File: src/rtl/mps_pkg.sv
package mps_pkg;

  typedef enum logic [3:0] {
    S_OFF        = 4'd0,
    S_WAIT       = 4'd1,
    S_PWREN_DLY  = 4'd2,
    S_OE_DLY     = 4'd3,
    S_RUN        = 4'd4,
    S_PRECOND    = 4'd5,
    S_PARK       = 4'd6,
    S_PD_DLY     = 4'd7,
    S_DONE       = 4'd8
  } seq_state_t;

  function automatic int unsigned max2(input int unsigned a, input int unsigned b);
    return (a > b) ? a : b;
  endfunction

endpackage

File: src/rtl/mps_delay_timer.sv
// Shared phase timer: loaded on phase entry, counts down on each tick.
module mps_delay_timer #(
  parameter int unsigned CNT_W = 12
) (
  input  logic             clk,
  input  logic             rst,
  input  logic             load,
  input  logic [CNT_W-1:0] load_val,
  input  logic             tick,
  output logic             expire
);

  logic [CNT_W-1:0] cnt;

  always_ff @(posedge clk) begin
    if (rst) begin
      cnt <= '0;
    end else if (load) begin
      cnt <= load_val;
    end else if (tick && cnt != '0) begin
      cnt <= cnt - CNT_W'(1);
    end
  end

  // The last tick of a phase.
  assign expire = tick && (cnt == CNT_W'(1));

endmodule

File: src/rtl/mps_watchdog.sv
// Counts ticks while armed; sets a flag that only rst clears.
module mps_watchdog #(
  parameter int unsigned WD_TICKS = 1000,
  localparam int unsigned WD_W = $clog2(WD_TICKS + 1)
) (
  input  logic clk,
  input  logic rst,
  input  logic arm,
  input  logic tick,
  output logic err
);

  logic [WD_W-1:0] cnt;

  always_ff @(posedge clk) begin
    if (rst) begin
      cnt <= '0;
      err <= 1'b0;
    end else if (!arm) begin
      cnt <= '0;
    end else if (tick && !err) begin
      if (cnt == WD_W'(WD_TICKS - 1)) begin
        err <= 1'b1;
      end else begin
        cnt <= cnt + WD_W'(1);
      end
    end
  end

endmodule

File: src/rtl/mps_ctrl.sv
// Sequencing FSM. Outputs are registered decodes of the next state.
module mps_ctrl
  import mps_pkg::*;
#(
  parameter int unsigned T_PWREN = 100,
  parameter int unsigned T_OEZ   = 4000,
  parameter int unsigned T_PRE   = 750,
  parameter int unsigned T_PARK  = 200,
  parameter int unsigned T_PD    = 250,
  parameter int unsigned CNT_W   = 12
) (
  input  logic             clk,
  input  logic             rst,
  input  logic             ext_rst_n,
  input  logic             pwr_ok,
  input  logic             shutdown_req,
  input  logic             expire,
  output logic             load,
  output logic [CNT_W-1:0] load_val,
  output logic             wd_arm,
  output logic             pg_ctrl,
  output logic             pwr_en,
  output logic             oe_n,
  output logic             done
);

  seq_state_t state, nxt;

  always_comb begin
    nxt      = state;
    load     = 1'b0;
    load_val = '0;
    case (state)
      S_OFF, S_WAIT: begin
        if (pwr_ok) begin
          nxt      = S_PWREN_DLY;
          load     = 1'b1;
          load_val = CNT_W'(T_PWREN);
        end else begin
          nxt = S_WAIT;
        end
      end
      S_PWREN_DLY: begin
        if (expire) begin
          nxt      = S_OE_DLY;
          load     = 1'b1;
          load_val = CNT_W'(T_OEZ);
        end
      end
      S_OE_DLY: begin
        if (expire) nxt = S_RUN;
      end
      S_RUN: begin
        if (shutdown_req) begin
          nxt      = S_PRECOND;
          load     = 1'b1;
          load_val = CNT_W'(T_PRE);
        end
      end
      S_PRECOND: begin
        if (expire) begin
          nxt      = S_PARK;
          load     = 1'b1;
          load_val = CNT_W'(T_PARK);
        end
      end
      S_PARK: begin
        if (expire) begin
          nxt      = S_PD_DLY;
          load     = 1'b1;
          load_val = CNT_W'(T_PD);
        end
      end
      S_PD_DLY: begin
        if (expire) nxt = S_DONE;
      end
      S_DONE:  nxt = S_DONE;
      default: nxt = S_OFF;
    endcase
    if (!ext_rst_n) begin
      nxt  = S_OFF;
      load = 1'b0;
    end
  end

  always_ff @(posedge clk) begin
    if (rst) begin
      state   <= S_OFF;
      pg_ctrl <= 1'b0;
      pwr_en  <= 1'b0;
      oe_n    <= 1'b1;
      done    <= 1'b0;
    end else begin
      state   <= nxt;
      pg_ctrl <= (nxt == S_WAIT) || (nxt == S_PWREN_DLY) || (nxt == S_OE_DLY) ||
                 (nxt == S_RUN)  || (nxt == S_PRECOND);
      pwr_en  <= (nxt == S_OE_DLY) || (nxt == S_RUN) || (nxt == S_PRECOND) ||
                 (nxt == S_PARK)   || (nxt == S_PD_DLY);
      oe_n    <= (nxt != S_RUN);
      done    <= (nxt == S_DONE);
    end
  end

  assign wd_arm = (state == S_WAIT);

endmodule

File: src/rtl/mirror_pwr_seq.sv
module mirror_pwr_seq
  import mps_pkg::*;
#(
  parameter int unsigned T_PWREN  = 100,
  parameter int unsigned T_OEZ    = 4000,
  parameter int unsigned T_PRE    = 750,
  parameter int unsigned T_PARK   = 200,
  parameter int unsigned T_PD     = 250,
  parameter int unsigned WD_TICKS = 1000
) (
  input  logic clk,
  input  logic rst,
  input  logic ext_rst_n,
  input  logic pwr_ok,
  input  logic us_tick,
  input  logic shutdown_req,
  output logic pg_ctrl,
  output logic array_pwr_en,
  output logic array_oe_n,
  output logic seq_done,
  output logic timing_err
);

  localparam int unsigned MAX_DLY =
    max2(max2(max2(T_PWREN, T_OEZ), max2(T_PRE, T_PARK)), T_PD);
  localparam int unsigned CNT_W = $clog2(MAX_DLY + 1);

  logic             tmr_load;
  logic [CNT_W-1:0] tmr_val;
  logic             tmr_expire;
  logic             wd_arm;

  mps_ctrl #(
    .T_PWREN (T_PWREN),
    .T_OEZ   (T_OEZ),
    .T_PRE   (T_PRE),
    .T_PARK  (T_PARK),
    .T_PD    (T_PD),
    .CNT_W   (CNT_W)
  ) u_ctrl (
    .clk          (clk),
    .rst          (rst),
    .ext_rst_n    (ext_rst_n),
    .pwr_ok       (pwr_ok),
    .shutdown_req (shutdown_req),
    .expire       (tmr_expire),
    .load         (tmr_load),
    .load_val     (tmr_val),
    .wd_arm       (wd_arm),
    .pg_ctrl      (pg_ctrl),
    .pwr_en       (array_pwr_en),
    .oe_n         (array_oe_n),
    .done         (seq_done)
  );

  mps_delay_timer #(
    .CNT_W (CNT_W)
  ) u_timer (
    .clk      (clk),
    .rst      (rst),
    .load     (tmr_load),
    .load_val (tmr_val),
    .tick     (us_tick),
    .expire   (tmr_expire)
  );

  mps_watchdog #(
    .WD_TICKS (WD_TICKS)
  ) u_wd (
    .clk  (clk),
    .rst  (rst),
    .arm  (wd_arm),
    .tick (us_tick),
    .err  (timing_err)
  );

endmodule

File: config.mk
export PLATFORM = sky130hd
export DESIGN_NAME = mirror_pwr_seq
export DESIGN_NICKNAME = d
export VERILOG_FILES = /design/src/rtl/mps_pkg.sv /design/src/rtl/mps_delay_timer.sv /design/src/rtl/mps_watchdog.sv /design/src/rtl/mps_ctrl.sv /design/src/rtl/mirror_pwr_seq.sv
export SDC_FILE = /design/constraint.sdc
export NUM_CORES = 1
export LEC_CHECK = 0
export ABC_AREA = 0
export BUFFER_PORTS_ARGS = -buffer_cell sky130_fd_sc_hd__buf_4
export CELL_PAD_IN_SITES_DETAIL_PLACEMENT = 0
export CELL_PAD_IN_SITES_GLOBAL_PLACEMENT = 2
export CORE_UTILIZATION = 39
export DETAILED_ROUTE_END_ITERATION = 8
export PLACE_DENSITY_LB_ADDON = 0.25
export RECOVER_POWER = 50
export SLEW_MARGIN = 20
export SYNTH_ARGS = -nofsm -noshare
export SYNTH_HDL_FRONTEND = slang
export SYNTH_SLANG_ARGS = --single-unit
File: constraint.sdc
create_clock -name clk -period 4.1 [get_ports clk]
set_clock_uncertainty 0.1 [all_clocks]
set_input_delay 0.205 -clock clk [delete_from_list [all_inputs] [get_ports clk]]
set_output_delay 0.205 -clock clk [all_outputs]
set_load 0.02 [all_outputs]
# After elaboration in Yosys (flattened, before gate mapping)
# Cells that the tools add are included.
[op_classes] n_addsub=2 n_eq_ne=19 muxes=22 bitwise_logic=2 n_reduce_logical=20
[op_table] cell="$pmux W12 S5" count=1
[op_table] cell="$mux W12" count=3
[op_table] cell="$eq A4 B3 Y1 const B" count=8
[op_table] cell="$pmux W4 S8" count=1
[op_table] cell="$mux W4" count=7
[op_table] cell="$eq A4 B2 Y1 const B" count=4
[op_table] cell="$mux W8" count=2
[op_table] cell="$eq A12 B1 Y1 const B" count=1
[op_table] cell="$reduce_bool A12 Y1" count=1
[op_table] cell="$sub A12 B1 Y12 const B" count=1
[op_table] cell="$add A10 B1 Y10 const B" count=1
[op_table] cell="$eq A10 B10 Y1 const B" count=1
[op_table] cell="$mux W10" count=1
[op_table] cell="$eq A4 B1 Y1 const B" count=2
[op_table] cell="$eq A4 B4 Y1 const B" count=2
[op_table] cell="$logic_or A1 B1 Y1" count=8
[op_table] cell="$mux W7" count=1
[op_table] cell="$logic_not A4 Y1" count=1
[op_table] cell="$mux W1" count=4
[op_table] cell="$ne A4 B3 Y1 const B" count=1
[op_table] cell="$reduce_or A2 Y1" count=2
[op_table] cell="$logic_and A1 B1 Y1" count=3
[op_table] cell="$pmux W1 S3" count=1
[op_table] cell="$reduce_and A3 Y1" count=1
[op_table] cell="6 further kinds" count=7
[totals] reg_bits=31 in_bits=6 out_inout_bits=5 word_cells=73

# Longest topological paths before layout
[logic_depth] depth_word=10 depth_mapped=8 ltp_nobuf=8

# Hierarchy
# From an unflattened synthesis, not the netlist that was laid out.
[unflattened] cells_unflattened=230 hier_area_um2=1959.4
[modules_own_cells] module="mps_delay_timer" n_inst=1 cells_each=98 area_per_inst_um2=838.3 seq_area_each_um2=240.2
[modules_own_cells] module="mps_ctrl" n_inst=1 cells_each=75 area_per_inst_um2=615.6 seq_area_each_um2=160.2
[modules_own_cells] module="mps_watchdog" n_inst=1 cells_each=57 area_per_inst_um2=505.5 seq_area_each_um2=220.2

# Least setup slack after synthesis
# Ideal clock, no wire load.
[synth_path] path_type="reg-to-reg" start="register u_timer.cnt[5]" end="register u_timer.cnt[9]" setup_ps=66 arrival_time_ps=1753 required_ps=3934 path_slack_ps=2181 path_stages_with_launch=6 n_path_buf=0 period_less_slack_ps=1919 cell_sequence="dfxtp_1 -> nor4_4 -> nand4_2 -> or4_4 -> a31o_1 -> a21oi_2"
[synth_between] elab_chain_cells=6 elab_cells_between_ends=13 cone_classes="add/sub: 1; eq/ne: 1; mux: 7; reduce/logical: 4"
[synth_lines] item="start: declaration" line="mps_delay_timer.sv:13" text="logic [CNT_W-1:0] cnt;"
[synth_lines] item="start signal: assignment" line="mps_delay_timer.sv:19" text="cnt <= load_val;"
[synth_lines] item="start signal: assignment" line="mps_delay_timer.sv:21" text="cnt <= cnt - CNT_W'(1);"
[synth_lines] item="parallel branches: the longest is 6 deep, another holds $sub A12 B1 Y12"
# Parallel ways; which one is timed is not known. The select of a mux whose other input is x is not followed.
# A chain may end at the register's enable or synchronous reset.

# Final worst setup path
[layout_path] start="register u_timer.cnt[5]" end="register u_timer.cnt[5]"
# Same word-level chain as after synthesis.

==> flow_summary.json <==
{
  "cts_max_path_buffers": 2,
  "num_rows": 24,
  "grt_util_met1_pct": 24.32,
  "io_pins": 11,
  "track_usage_pct": 18.37,
  "tightest_slew_ns": 1.151,
  "syn_inst": 210,
  "fp.dieH_um": 69.66,
  "port-buffer-count": 10,
  "ys_ff_latch": 31,
  "status": "complete, no violations",
  "synth_cell_types": 53,
  "grt_overflow_total": 0,
  "synth_nets": 220,
  "fp.coreArea_um2": 4384,
  "preCtsSetupSlack_ns": 1.889,
  "cts_max_level": 2,
  "muxShareOfSynthArea_pct": 1.191,
  "critical_path_peak_fanout": 11,
  "max_freq_mhz": 413.7,
  "critPathRequiredTime_ns": 4.19,
  "power_density_nw_per_um2": 419.5,
  "initialDrtViolationCount": 79,
  "async_flop_share_pct": 0,
  "met2_usage_pct": 29.45,
  "ff2ff_path_depth": 6,
  "maxCapViolCount": 0,
  "synth_top_area_share_pct": 34.76,
  "grt_max_degree": 15,
  "nets": 229,
  "hold_depth": 2,
  "drc": 0,
  "synth-edff-count": 0,
  "post_cts_buffers": 0,
  "met3_usage_pct": 4.360,
  "netlist_top_cells_area": "dfxtp_1 35%, nor3_1 4.2%, nor2_1 4.0%, xor2_1 3.9%, a21oi_1 3.4%",
  "rsz0062_at_grt": "no",
  "gp_congestion": 0.8499,
  "wl_per_cell_um": 14.95,
  "synth-adder-area-share_pct": 2.803,
  "yosys.area.top_type": "dfxtp_1",
  "ys_seq_area_share_pct": 34.76,
  "cts_tree": "done",
  "hold_viol": 0,
  "synth_compound_area_share_pct": 20.39,
  "antenna_cells": 0,
  "clock-root-buffer": "clkbuf_8",
  "yosys.area_share.simple_pct": 29.78,
  "die-area_um2": 4853,
  "synthToLayoutAreaGrowth_pct": 8.900,
  "slew_viol_final": 0,
  "cts_resized": 0,
  "grt_first_pass_wirelength_um": 7107,
  "vias_per_cell": 5.868,
  "clock-sinks": 31,
  "via_count": 1596,
  "synth_top_family_by_area": "simple AND/OR/NAND/NOR gates",
  "hpwl_um": 3007,
  "min_period_over_period_pct": 58.96,
  "yosys_warnings": 0,
  "initial_core_util_pct": 40.72,
  "vdd_drop_max_mv": 0.1990,
  "finalSetupViolations": 0,
  "cts_buffers": 5,
  "antenna_left": 0,
  "cp.arrival_ns": 2.51,
  "drive_gt1_share_pct": 9.545,
  "clk_latency_ns": 0.28,
  "first_global_vias": 1489,
  "start_kind": "flip-flop",
  "grt-busiest-layer": "met2",
  "finalWirelength_um": 4066,
  "layout_commonest_cell": "dfxtp_1",
  "nFillCells": 429,
  "total_power_uw": 815.6,
  "firstDrtPassIters": 4,
  "mostFrequentLayoutCells": "31 x dfxtp_1, 19 x nor2_1, 15 x nor3_1",
  "fin_ws_ns": 1.683,
  "mappedNetlistArea_um2": 1785,
  "p_leak_uw": 0.0006774,
  "endpoint_kind": "flip-flop",
  "synthXorXnorAreaFrac_pct": 6.377,
  "clk_pin_slew_ns": 0.07,
  "yosys_most_used_dff": "dfxtp_1",
  "ctsHoldBuffers": 0,
  "fin_crit_ns": 2.417,
  "syn_area_per_cell_um2": 8.502,
  "hold_class": "in2reg",
  "maxSlewHeadroom_pct": 22.23,
  "finalSetupTns_ns": 0,
  "die_x_um": 69.66,
  "critPathKind": "reg2reg",
  "antenna_found_initial": 0
}
==> cell families (layout without fill, tap and decap cells) <==
logic type                 count (synthesis)  in the layout
and+or+nand+nor                           90             90
AOI/OAI and AO/OA                         52             52
DFF                                       31             31
buffers and inverters                     18             28
xor gates and xnor gates                  13             13
adders and majority gates                  4              4
muxes                                      2              2
==> metal layers <==
metal | part of all wire [%] | vias to the layer above
met5 | 0 | -
met4 | 1.6 | 0
met3 | 5.6 | 6
met2 | 46 | 45
met1 | 47 | 742
li1 | - | 803
==> through the flow <==
stage	instances	instance area [um^2]	hold slack (ns)	util [%]
floorplan	210	1785	0.2921	-
global placement	264	1887	0.3775	43.04
detailed placement	264	1887	0.3738	43.04
CTS	272	1987	0.09108	45.32
global route	272	1944	0.1002	44.35
finish	272	1944	0.09682	44.35
==> worst max-delay path, cell delays in order (launching register included) <==
cell and delay (ns):
dfxtp_1 0.38, nor4_4 0.44, nand4_1 0.23, o31ai_1 0.29, clkbuf_1 0.46, o22ai_1 0.17, a211oi_1 0.26
==> sequential cells by signal, summed over array words and instances, names as in the netlist <==
signal,flops
u_ctrl.done,1
u_ctrl.oe_n,1
u_ctrl.pg_ctrl,1
u_ctrl.pwr_en,1
u_ctrl.state,4
u_timer.cnt,12
u_wd.cnt,10
u_wd.err,1
==> cell type report <==
| class | instances | area [um^2] | area share (%) |
|---|---|---|---|
| multi-input cells | 161 | 1061 | 54.57 |
| flip-flops and latches | 31 | 620.6 | 31.92 |
| clock buffers | 8 | 100.1 | 5.148 |
| repair buffers | 12 | 67.56 | 3.475 |
| well taps | 52 | 65.06 | 3.346 |
| inverters | 8 | 30.03 | 1.544 |
==> where the power goes <==
part | leakage [uW] | switching, uW | internal [uW]
Sequential | 0.000253 | 35.6 | 324
Clock | 0.0000515 | 109 | 153
Combinational | 0.000373 | 110 | 84.3
==> cells in the mapped netlist (3+ instances only) <==
| cell type | n |
|---|---|
| o21a_1 | 3 |
| nand4_1 | 5 |
| dfxtp_1 | 31 |
| xnor2_1 | 5 |
| a211oi_1 | 7 |
| or4_1 | 3 |
| nand2_1 | 12 |
| nor3_1 | 15 |
| a21oi_1 | 12 |
| nand3_1 | 6 |
| nor2_1 | 19 |
| inv_1 | 8 |
| o22ai_1 | 4 |
| buf_2 | 3 |
| clkbuf_1 | 4 |
| xor2_1 | 8 |
| ha_1 | 4 |
| o21ai_0 | 6 |
| nor4_1 | 6 |
| nor2b_1 | 5 |
==> worst paths after layout <==
path | slack, ns | to | from
max | 1.68 | u_timer.cnt[5] | u_timer.cnt[5]
min reg2reg | 0.39 | u_timer.cnt[3] | u_timer.cnt[3]
max reg2reg | 1.68 | u_timer.cnt[5] | u_timer.cnt[5]
min | 0.1 | u_timer.cnt[2] | rst
No activity file was read; power rests on OpenSTA's default activity.
